--- src/rtl/qdl_pkg.sv ---
package qdl_pkg;
  parameter int FRAME_BITS = 24;
  parameter int CODE_W     = 14;
  parameter int ADDR_W     = 5;
  parameter int NCH        = 4;
  parameter int CH_W       = $clog2(NCH);
  parameter int LEAD_W     = 2;

  typedef struct packed {
    logic [CH_W-1:0]   chan;
    logic              spare;
    logic [ADDR_W-1:0] addr;
    logic [LEAD_W-1:0] lead;
    logic [CODE_W-1:0] code;
  } frame_t;
endpackage

--- src/rtl/qdl_rst_sync.sv ---
module qdl_rst_sync (
  input  logic clk,
  input  logic arst_n,
  output logic srst_n
);
  logic [1:0] stg;

  always_ff @(posedge clk or negedge arst_n) begin
    if (!arst_n) stg <= 2'b00;
    else         stg <= {stg[0], 1'b1};
  end

  assign srst_n = stg[1];
endmodule

--- src/rtl/qdl_sync.sv ---
module qdl_sync #(
  parameter int          W      = 4,
  parameter logic [W-1:0] RST_V = '0
) (
  input  logic         clk,
  input  logic         rst_n,
  input  logic [W-1:0] d,
  output logic [W-1:0] q
);
  logic [W-1:0] s1;
  logic [W-1:0] s2;

  always_ff @(posedge clk or negedge rst_n) begin
    if (!rst_n) begin
      s1 <= RST_V;
      s2 <= RST_V;
    end else begin
      s1 <= d;
      s2 <= s1;
    end
  end

  assign q = s2;
endmodule

--- src/rtl/qdl_shifter.sv ---
module qdl_shifter
  import qdl_pkg::*;
(
  input  logic   clk,
  input  logic   rst_n,
  input  logic   sclk_s,
  input  logic   frame_s,
  input  logic   dat_s,
  output logic   done,
  output frame_t frame
);
  localparam int CNT_W = $clog2(FRAME_BITS + 1);
  localparam logic [CNT_W-1:0] LAST = CNT_W'(FRAME_BITS - 1);
  localparam logic [CNT_W-1:0] FULL = CNT_W'(FRAME_BITS);

  logic                  sclk_q, frame_q;
  logic [CNT_W-1:0]      cnt, cnt_nx;
  logic [FRAME_BITS-1:0] sh, sh_nx;
  logic                  done_nx;
  logic                  sclk_fall, frame_fall;

  assign sclk_fall  = sclk_q & ~sclk_s;
  assign frame_fall = frame_q & ~frame_s;

  always_comb begin
    cnt_nx  = cnt;
    sh_nx   = sh;
    done_nx = 1'b0;
    if (frame_fall) begin
      cnt_nx = '0;
    end else if (!frame_s && sclk_fall && cnt < FULL) begin
      sh_nx  = {sh[FRAME_BITS-2:0], dat_s};
      cnt_nx = cnt + 1'b1;
      if (cnt == LAST) done_nx = 1'b1;
    end
  end

  always_ff @(posedge clk or negedge rst_n) begin
    if (!rst_n) begin
      sclk_q  <= 1'b1;
      frame_q <= 1'b1;
      cnt     <= FULL;
      sh      <= '0;
      done    <= 1'b0;
    end else begin
      sclk_q  <= sclk_s;
      frame_q <= frame_s;
      cnt     <= cnt_nx;
      sh      <= sh_nx;
      done    <= done_nx;
    end
  end

  assign frame = frame_t'(sh);

  // the bit counter never passes the frame length
  a_r1_cnt_bound: assert property (@(posedge clk) disable iff (!rst_n) cnt <= FULL);
  // one completion pulse per frame
  a_r1_single_done: assert property (@(posedge clk) disable iff (!rst_n) done |=> !done);
endmodule

--- src/rtl/qdl_bank.sv ---
module qdl_bank
  import qdl_pkg::*;
(
  input  logic                  clk,
  input  logic                  rst_n,
  input  logic                  lat_rst_n,
  input  logic                  wr_en,
  input  logic [CH_W-1:0]       wr_ch,
  input  logic [CODE_W-1:0]     wr_code,
  input  logic                  load_s,
  output logic [NCH*CODE_W-1:0] codes,
  output logic                  cleared
);
  logic [CODE_W-1:0] inreg [NCH];
  logic [CODE_W-1:0] in_nx [NCH];
  logic [CODE_W-1:0] lat   [NCH];
  logic [CODE_W-1:0] lat_nx[NCH];
  logic [NCH-1:0]    upd;
  logic              load_q, load_all, any_load, cleared_nx;

  assign load_all = load_q & ~load_s;

  always_ff @(posedge clk or negedge rst_n) begin
    if (!rst_n) load_q <= 1'b1;
    else        load_q <= load_s;
  end

  for (genvar i = 0; i < NCH; i++) begin : g_ch
    always_comb begin
      upd[i]    = wr_en && (wr_ch == CH_W'(i)) && !load_s;
      in_nx[i]  = (wr_en && (wr_ch == CH_W'(i))) ? wr_code : inreg[i];
      lat_nx[i] = lat[i];
      if (load_all)    lat_nx[i] = in_nx[i];
      else if (upd[i]) lat_nx[i] = wr_code;
    end

    always_ff @(posedge clk or negedge rst_n) begin
      if (!rst_n) inreg[i] <= '0;
      else        inreg[i] <= in_nx[i];
    end

    always_ff @(posedge clk or negedge lat_rst_n) begin
      if (!lat_rst_n) lat[i] <= '0;
      else            lat[i] <= lat_nx[i];
    end

    assign codes[i*CODE_W +: CODE_W] = lat[i];

    // with no load of any kind the latch holds its value
    a_r5_hold: assert property (@(posedge clk) disable iff (!lat_rst_n)
      (!load_all && !(|upd)) |=> $stable(lat[i]));
    // a single-channel update leaves the other latches alone
    a_r7_other_stable: assert property (@(posedge clk) disable iff (!lat_rst_n)
      (!load_all && (|upd) && !upd[i]) |=> $stable(lat[i]));
  end

  assign any_load   = load_all | (|upd);
  assign cleared_nx = any_load ? 1'b0 : cleared;

  always_ff @(posedge clk or negedge lat_rst_n) begin
    if (!lat_rst_n) cleared <= 1'b1;
    else            cleared <= cleared_nx;
  end

  // at most one channel takes a direct write
  a_r7_onehot: assert property (@(posedge clk) disable iff (!lat_rst_n) $onehot0(upd));
  // any latch load drops the cleared flag
  a_r9_flag_drop: assert property (@(posedge clk) disable iff (!lat_rst_n) any_load |=> !cleared);
endmodule

--- src/rtl/quad_dac_loader.sv ---
module quad_dac_loader
  import qdl_pkg::*;
(
  input  logic                  clk,
  input  logic                  rst_n,
  input  logic                  ser_clk,
  input  logic                  frame_n,
  input  logic                  ser_dat,
  input  logic                  load_n,
  input  logic                  clear_n,
  input  logic [ADDR_W-1:0]     dev_addr,
  input  logic                  addr_bypass,
  output logic [NCH*CODE_W-1:0] latch_codes,
  output logic                  cleared
);
  logic   sys_rst_n, lat_rst_n, clr_src_n;
  logic   sclk_s, frame_s, dat_s, load_s;
  logic   done, accept;
  frame_t frame;

  assign clr_src_n = rst_n & clear_n;

  qdl_rst_sync u_rst (.clk(clk), .arst_n(rst_n),     .srst_n(sys_rst_n));
  qdl_rst_sync u_clr (.clk(clk), .arst_n(clr_src_n), .srst_n(lat_rst_n));

  qdl_sync #(.W(4), .RST_V(4'b1101)) u_sync (
    .clk(clk), .rst_n(sys_rst_n),
    .d({ser_clk, frame_n, ser_dat, load_n}),
    .q({sclk_s, frame_s, dat_s, load_s})
  );

  qdl_shifter u_shift (
    .clk(clk), .rst_n(sys_rst_n), .sclk_s(sclk_s), .frame_s(frame_s),
    .dat_s(dat_s), .done(done), .frame(frame)
  );

  assign accept = done && (addr_bypass || (frame.addr == dev_addr));

  qdl_bank u_bank (
    .clk(clk), .rst_n(sys_rst_n), .lat_rst_n(lat_rst_n),
    .wr_en(accept), .wr_ch(frame.chan), .wr_code(frame.code),
    .load_s(load_s), .codes(latch_codes), .cleared(cleared)
  );

  // while the clear pin is low every latch reads zero
  a_r8_clear_zero: assert property (@(posedge clk) disable iff (!rst_n)
    !clear_n |-> (latch_codes == '0 && cleared));
endmodule

--- config.mk ---
export PLATFORM = sky130hd
export DESIGN_NAME = quad_dac_loader
export DESIGN_NICKNAME = d
export VERILOG_FILES = /design/src/rtl/qdl_pkg.sv /design/src/rtl/qdl_rst_sync.sv /design/src/rtl/qdl_sync.sv /design/src/rtl/qdl_shifter.sv /design/src/rtl/qdl_bank.sv /design/src/rtl/quad_dac_loader.sv
export SDC_FILE = /design/constraint.sdc
export NUM_CORES = 1
export LEC_CHECK = 0
export BUFFER_PORTS_ARGS = -buffer_cell sky130_fd_sc_hd__buf_2
export CAP_MARGIN = 20
export CORE_MARGIN = 4
export CORE_UTILIZATION = 30
export CTS_CLUSTER_SIZE = 16
export DETAILED_ROUTE_END_ITERATION = 10
export GPL_TIMING_DRIVEN = 0
export HOLD_SLACK_MARGIN = 0.05
export PLACE_DENSITY = 0.49
export SYNTH_ARGS = -nofsm -noshare
export SYNTH_HDL_FRONTEND = slang
export SYNTH_SLANG_ARGS = --single-unit
export TNS_END_PERCENT = 50
--- constraint.sdc ---
create_clock -name clk -period 5 [get_ports clk]
set_clock_uncertainty 0.05 [all_clocks]
set_input_delay 0.5 -clock clk [delete_from_list [all_inputs] [get_ports clk]]
set_output_delay 0.5 -clock clk [all_outputs]
set_load 0.01 [all_outputs]
==> results_dict.tcl, run 1 <==
set metrics [dict create \
    cts_tree "done" \
    rows 54 \
    dieArea_um2 24630 \
    power_density_nw_per_um2 390.5 \
    peakVddDrop_v 0.0002201 \
    max_freq_mhz 441.8 \
    place_hpwl_mm 12.81 \
    insertedDiodeCount 0 \
    final-max-slew-violation-count 0 \
    die_x_um 156.9 \
    power_frac_comb_pct 9.0 \
    synthTopCellsByArea "dfrtp_1 (55%), o221a_2 (9.3%), mux2_2 (8.8%), nand2_1 (6.5%), dfstp_2 (4.7%)" \
    path_class "flop to flop" \
    critPathRequiredTime_ps 5260 \
    worstSetupStartpointType "flop" \
    maxCapViolCount 0 \
    clkPwrFrac_pct 45.3 \
    synth_flop_cell "dfrtp_1" \
    coreArea_um2 21820 \
    nNetsFinal 649 \
    io_pins 70 \
    fin_setup_tns_ps 0 \
    h-tree-depth 4 \
    synth.ff_latch_count 158 \
    grt_pass1_vias 4821 \
    clockRootBuffer "clkbuf_16" \
    gp_congestion 0.8084 \
    postRouteAntennaNets 0 \
    area_delta_synth_final_pct 21.26 \
    status "finished, final reports clean" \
    placed_area_um2 7407 \
    drc_errors 0 \
    vias_per_cell 4.908 \
    relSlewSlack_pct 53.37 \
    drive_gt1_share_pct 41.67 \
    port_buffers 69 \
    chipHeight_um 156.9 \
    drt_iter0_drc 273 \
    synth.avg_cell_area_um2 12.28 \
    syn_inst 542 \
    p_sw_uw 770.4 \
    power.share.sequential_pct 45.7 \
    synth-edff-count 0 \
    path_cells "nor3b_1, nand2_1, clkbuf_1, mux2_2" \
    min_period_over_period_pct 45.27 \
    ys_seq_area_share_pct 59.64 \
    hold_violations 0 \
    clock_latency_ps 430 \
    grt_overflow 0 \
    antenna_found_initial 0 \
    finalInstanceArea_um2 8070 \
    synth_top_area_share_pct 54.90 \
    synth_commonest_cells "dfrtp_1 (146), nand2_1 (116), o221a_2 (55)" \
    slowest_delay_ps 530 \
    synthMostInstantiatedCell "dfrtp_1" \
    clk_pin_slew_ps 60 \
    critPathArrivalTime_ps 2520 \
    synth_warnings 0 \
    rsz0062_at_grt "no" \
    grtUsageTotal_pct 15.15 \
    synth_top_area_cell "dfrtp_1" \
    p_total_mw 3.152 \
    hp-class "primary input to flop" \
    worst_hold_slack_ps 114.8 \
    final_util_pct 36.98 \
    dr.pass1.iters 4 \
    internal_power_mw 2.381 \
    cts_buffers 17 \
    synthArstFlopShare_pct 100.0 \
    post_cts_resized 0 \
    post_cts_buffers 0 \
    synth_cell_type_count 39 \
    synth_area_um2 6655 \
    grt_pass1_wl_mm 28.25 \
    cts_buffer_depth 2 \
    finalSetupViolCount 0 \
    grt_max_degree 63 \
    drt_wl_total_mm 17.77 \
    cts_hold_buffers 2 \
    min_period_ps 2263 \
    path_max_fanout 10 \
    vias 4555 \
    initial_core_util_pct 30.50 \
    cp_slowest_cell "dfstp_2" \
    crit_path_end_kind "flop" \
    cts.sinks 158 \
    tightest_slew_ps 699.5 \
    swShare_pct 24.45 \
    leakagePower_nw 3.913 \
    routedWlPerCell_um 19.14 \
]
[path summary, 6_finish.rpt]
check                          startpoint           endpoint  slack, ps  cells past startpoint
max in group asynchronous    u_rst.stg[1]      u_bank.load_q       3900                      1
min in group asynchronous    u_clr.stg[1]   u_bank.codes[50]        220                      0
setup reg to reg           u_shift.sclk_q  u_shift.frame[19]       2740                      4
hold reg to reg              u_clr.stg[1]   u_bank.codes[50]        220                      0
hold / removal                    ser_clk       u_sync.s1[3]        110                      1
setup / recovery           u_shift.sclk_q  u_shift.frame[19]       2740                      4
[placed cells by master, fill, tap and decap left out, drive strengths merged, types with 4 or more instances in the layout]
master and count:
o21ai 5, nor2 32, a21oi 11, mux2 52, buf 94, nor3 4, or3 28, inv 7
dfstp 12, clkbuf 30, xor2 6, dfrtp 146, nand2 116, bufinv 5, o221a 56, or2 14
[cell families (layout without fill, tap and decap cells)]
logic type / count (synthesis) / in the layout / share of synthesized area, %
other: 1 / 2 / 0.05635
AOI/OAI and AO/OA: 78 / 78 / 12.69
and+or+nand+nor: 208 / 208 / 14.33
xor gates and xnor gates: 8 / 8 / 1.053
DFF: 158 / 158 / 59.64
adders and majority gates: 1 / 1 / 0.1880
muxes: 52 / 52 / 8.799
buffers and inverters: 36 / 141 / 3.253
[flip-flops by register name, indices dropped and copies added (netlist names)]
register         flops
u_bank.inreg        56
u_sync.q             4
u_shift.frame_q      1
u_shift.done         1
u_shift.frame       24
u_clr.stg            2
u_shift.sclk_q       1
u_bank.load_q        1
u_shift.cnt          5
u_rst.stg            2
u_bank.codes        56
u_sync.s1            4
u_bank.cleared       1
[stage by stage]
stage / worst slack, ps / cells
after CTS: 2688 / 928
final: 2737 / 928
after floorplan: 2007 / 543
after global placement: 778.7 / 892
after detailed placement: 2680 / 894
after global routing: 2559 / 928
[cell type report]
cell class	count	area (µm²)
Fill cell	2147	13750
Sequential cell	158	3974
Multi-Input combinational cell	349	2474
Clock buffer	20	436.7
Timing Repair Buffer	73	412.9
Tap cell	280	350.3
Clock inverter	12	206.4
Buffer	33	205.2
Inverter	3	11.26
[power groups by stage]
stage          Clock, mW  Sequential, mW  Combinational (mW)
6_report            1.43            1.44               0.285
5_1_grt             1.52            1.45               0.311
4_1_cts             1.45            1.44               0.291
3_5_place_dp           0            1.46               0.289
3_3_place_gp           0            1.47               0.266
2_1_floorplan          0            1.47               0.134
[layer usage]
metal,GRT usage (%),wire [µm]
met3,3.739,887
met1,19.81,7893
met5,0,0
met4,4.917,251
met2,24.84,8732
[critical path, delay by kind of cell, from the launching register on]
kind | cells | cell delay, ps
multiplexers | 1 | 340
AND/OR/NAND/NOR | 2 | 860
buffers and inverters | 1 | 360
flip-flops | 1 | 530
(Power assumes the default switching activity.)
==> run 2: changes to the inputs <==
- clock period: 5 -> 2.24 ns (I/O delays scaled with it)
==> run 2 against run 1 <==
Against the previous run: die area unchanged; global-route usage fell by 0.20 points; first-iteration DRC count rose by 25%; non-clock buffer count grew 4; maximum frequency is 8.0% higher; via count grew 0.68%; sequential cell count is the same; routed wire length decreased by 1.1%; combinational power is 130% higher; sequential power rose by 120%; critical endpoint is now u_bank.inreg[40]; largest cell class unchanged.
==> results_dict.tcl, run 2 (synthesis results as in run 1) <==
set metrics [dict create \
    status "finished, final reports clean" \
    crit_start "u_shift.frame[16]" \
    post_cts_buffers 0 \
    rsz0062_at_grt "no" \
    hp-class "primary input to asynchronous set/reset pin" \
    critPathRequiredTime_ps 2500 \
    postRouteAntennaNets 0 \
    cts_buffer_depth 2 \
    maxCapViolCount 0 \
    leakagePower_nw 3.885 \
    fin_cells 932 \
    internal_power_mw 4.910 \
    antenna_found_initial 0 \
    io_pins 70 \
    rows 54 \
    place_inst 894 \
    p_sw_mw 1.680 \
    die_x_um 156.9 \
    cts_tree "done" \
    min_period_ps 2095 \
    drt_iter0_drc 340 \
    drive_gt1_share_pct 41.72 \
    cts.sinks 158 \
    drc_errors 0 \
    dieArea_um2 24630 \
    hold_violations 0 \
    grt_pass1_wl_mm 27.97 \
    swShare_pct 25.49 \
    chipHeight_um 156.9 \
    path_max_fanout 10 \
    vias_per_cell 4.921 \
    clockRootBuffer "clkbuf_16" \
    grt_overflow 0 \
    cts_buffers 17 \
    drt_wl_total_mm 17.57 \
    grt_pass1_vias 4786 \
    vias 4586 \
    critPathArrivalTime_ps 2360 \
    r2r-start "u_shift.frame[16]" \
    crit_path_end_kind "flop" \
    clkPwrFrac_pct 41.4 \
    grt_max_degree 58 \
    dr.pass1.iters 4 \
    final-max-slew-violation-count 0 \
    relSlewSlack_pct 49.43 \
    fin_setup_tns_ps 0 \
    coreArea_um2 21820 \
    power_density_nw_per_um2 820.6 \
    clk_pin_slew_ps 70 \
    place_hpwl_mm 12.79 \
    finalSetupViolCount 0 \
    power.share.sequential_pct 48.8 \
    tightest_slew_ps 758.5 \
    routedWlPerCell_um 18.85 \
    path_class "flop to flop" \
    nNetsFinal 653 \
    initial_core_util_pct 30.50 \
    gp_congestion 0.8123 \
    max_freq_mhz 477.3 \
    insertedDiodeCount 0 \
    worstSetupStartpointType "flop" \
    power_frac_comb_pct 9.8 \
    h-tree-depth 4 \
    final_cell_mix "dfrtp_1 (144), nand2_1 (115), buf_2 (79)" \
    final_common_cell "dfrtp_1" \
    clock_latency_ps 420 \
    min_period_over_period_pct 93.53 \
    port_buffers 69 \
    peakVddDrop_v 0.0004505 \
    grtUsageTotal_pct 14.95 \
    placed_area_um2 7407 \
    finalInstanceArea_um2 8031 \
    area_delta_synth_final_pct 20.68 \
]
run 2: cell count changes in the layout (fill, tap and decap cells not counted), moves of 2 or more:
cell,delta
dlygate4sd3_1,+4
inv_6,-2
clkinvlp_4,+3
bufinv_16,-4
clkinv_2,+2
clkbuf_8,+2
run 2: path summary, 6_finish.rpt:
| check | slack (ps) | cells after the start | to |
|---|---|---|---|
| worst max-delay path | 140 | 5 | u_bank.inreg[40] |
| worst min-delay path | 60 | 2 | u_rst.stg[1] |
| worst max register to register | 140 | 5 | u_bank.inreg[40] |
| worst min register to register | 200 | 0 | u_bank.codes[50] |
| max in group asynchronous | 1120 | 1 | u_bank.load_q |
| min in group clk | 190 | 3 | u_bank.cleared |
run 2: power groups by stage:
stage                     combinational, mW  clock, mW  sequential (mW)
after CTS                             0.658       2.80             3.22
after floorplan                       0.299          0             3.27
final                                 0.646       2.73             3.22
after detailed placement              0.647          0             3.27
after global placement                0.595          0             3.29
after global routing                  0.704       2.92             3.24
run 2: stage by stage:
stage	power (mW)	setup slack (ps)	util, %	hold slack, ps
after CTS	6.672	85.85	36.77	52.80
final	6.590	144.9	36.80	64.86
after global placement	3.887	-351.5	33.71	-31.80
after detailed placement	3.914	-9.513	33.94	-28.83
after global routing	6.863	0.3919	36.80	61.34
after floorplan	3.570	409.1	-	-121.6
run 2: area by class of cell:
class / count / area (µm²)
Inverter: 3 / 11.26
Tap cell: 280 / 350.3
Buffer: 33 / 207.7
Clock buffer: 22 / 464.2
Multi-Input combinational cell: 349 / 2481
Clock inverter: 10 / 90.09
Sequential cell: 158 / 3974
Timing Repair Buffer: 77 / 452.9
Fill cell: 2134 / 13790
run 2: timing repair:
item                                   in CTS  in global routing
hold buffers                                6                  0
gates resized for setup                     1                  2
setup endpoints to repair                   6                  9
endpoints found under the hold margin       8                  0
pin swaps                                   0                  0
run 2: metal layers:
layer / GRT usage (%) / part of all wire (%) / vias up
li1: - / - / 2123
met1: 19.66 / 45 / 2337
met2: 24.12 / 48 / 97
met3: 2.859 / 4.0 / 29
met4: 6.612 / 2.7 / 0
met5: 0 / 0 / -
run 2: critical path, cell delays in order, from the launching register on:
cell	delay [ps]
dfrtp_1	420
xor2_1	320
nor3_1	160
a21oi_4	350
clkbuf_4	320
mux2_2	360
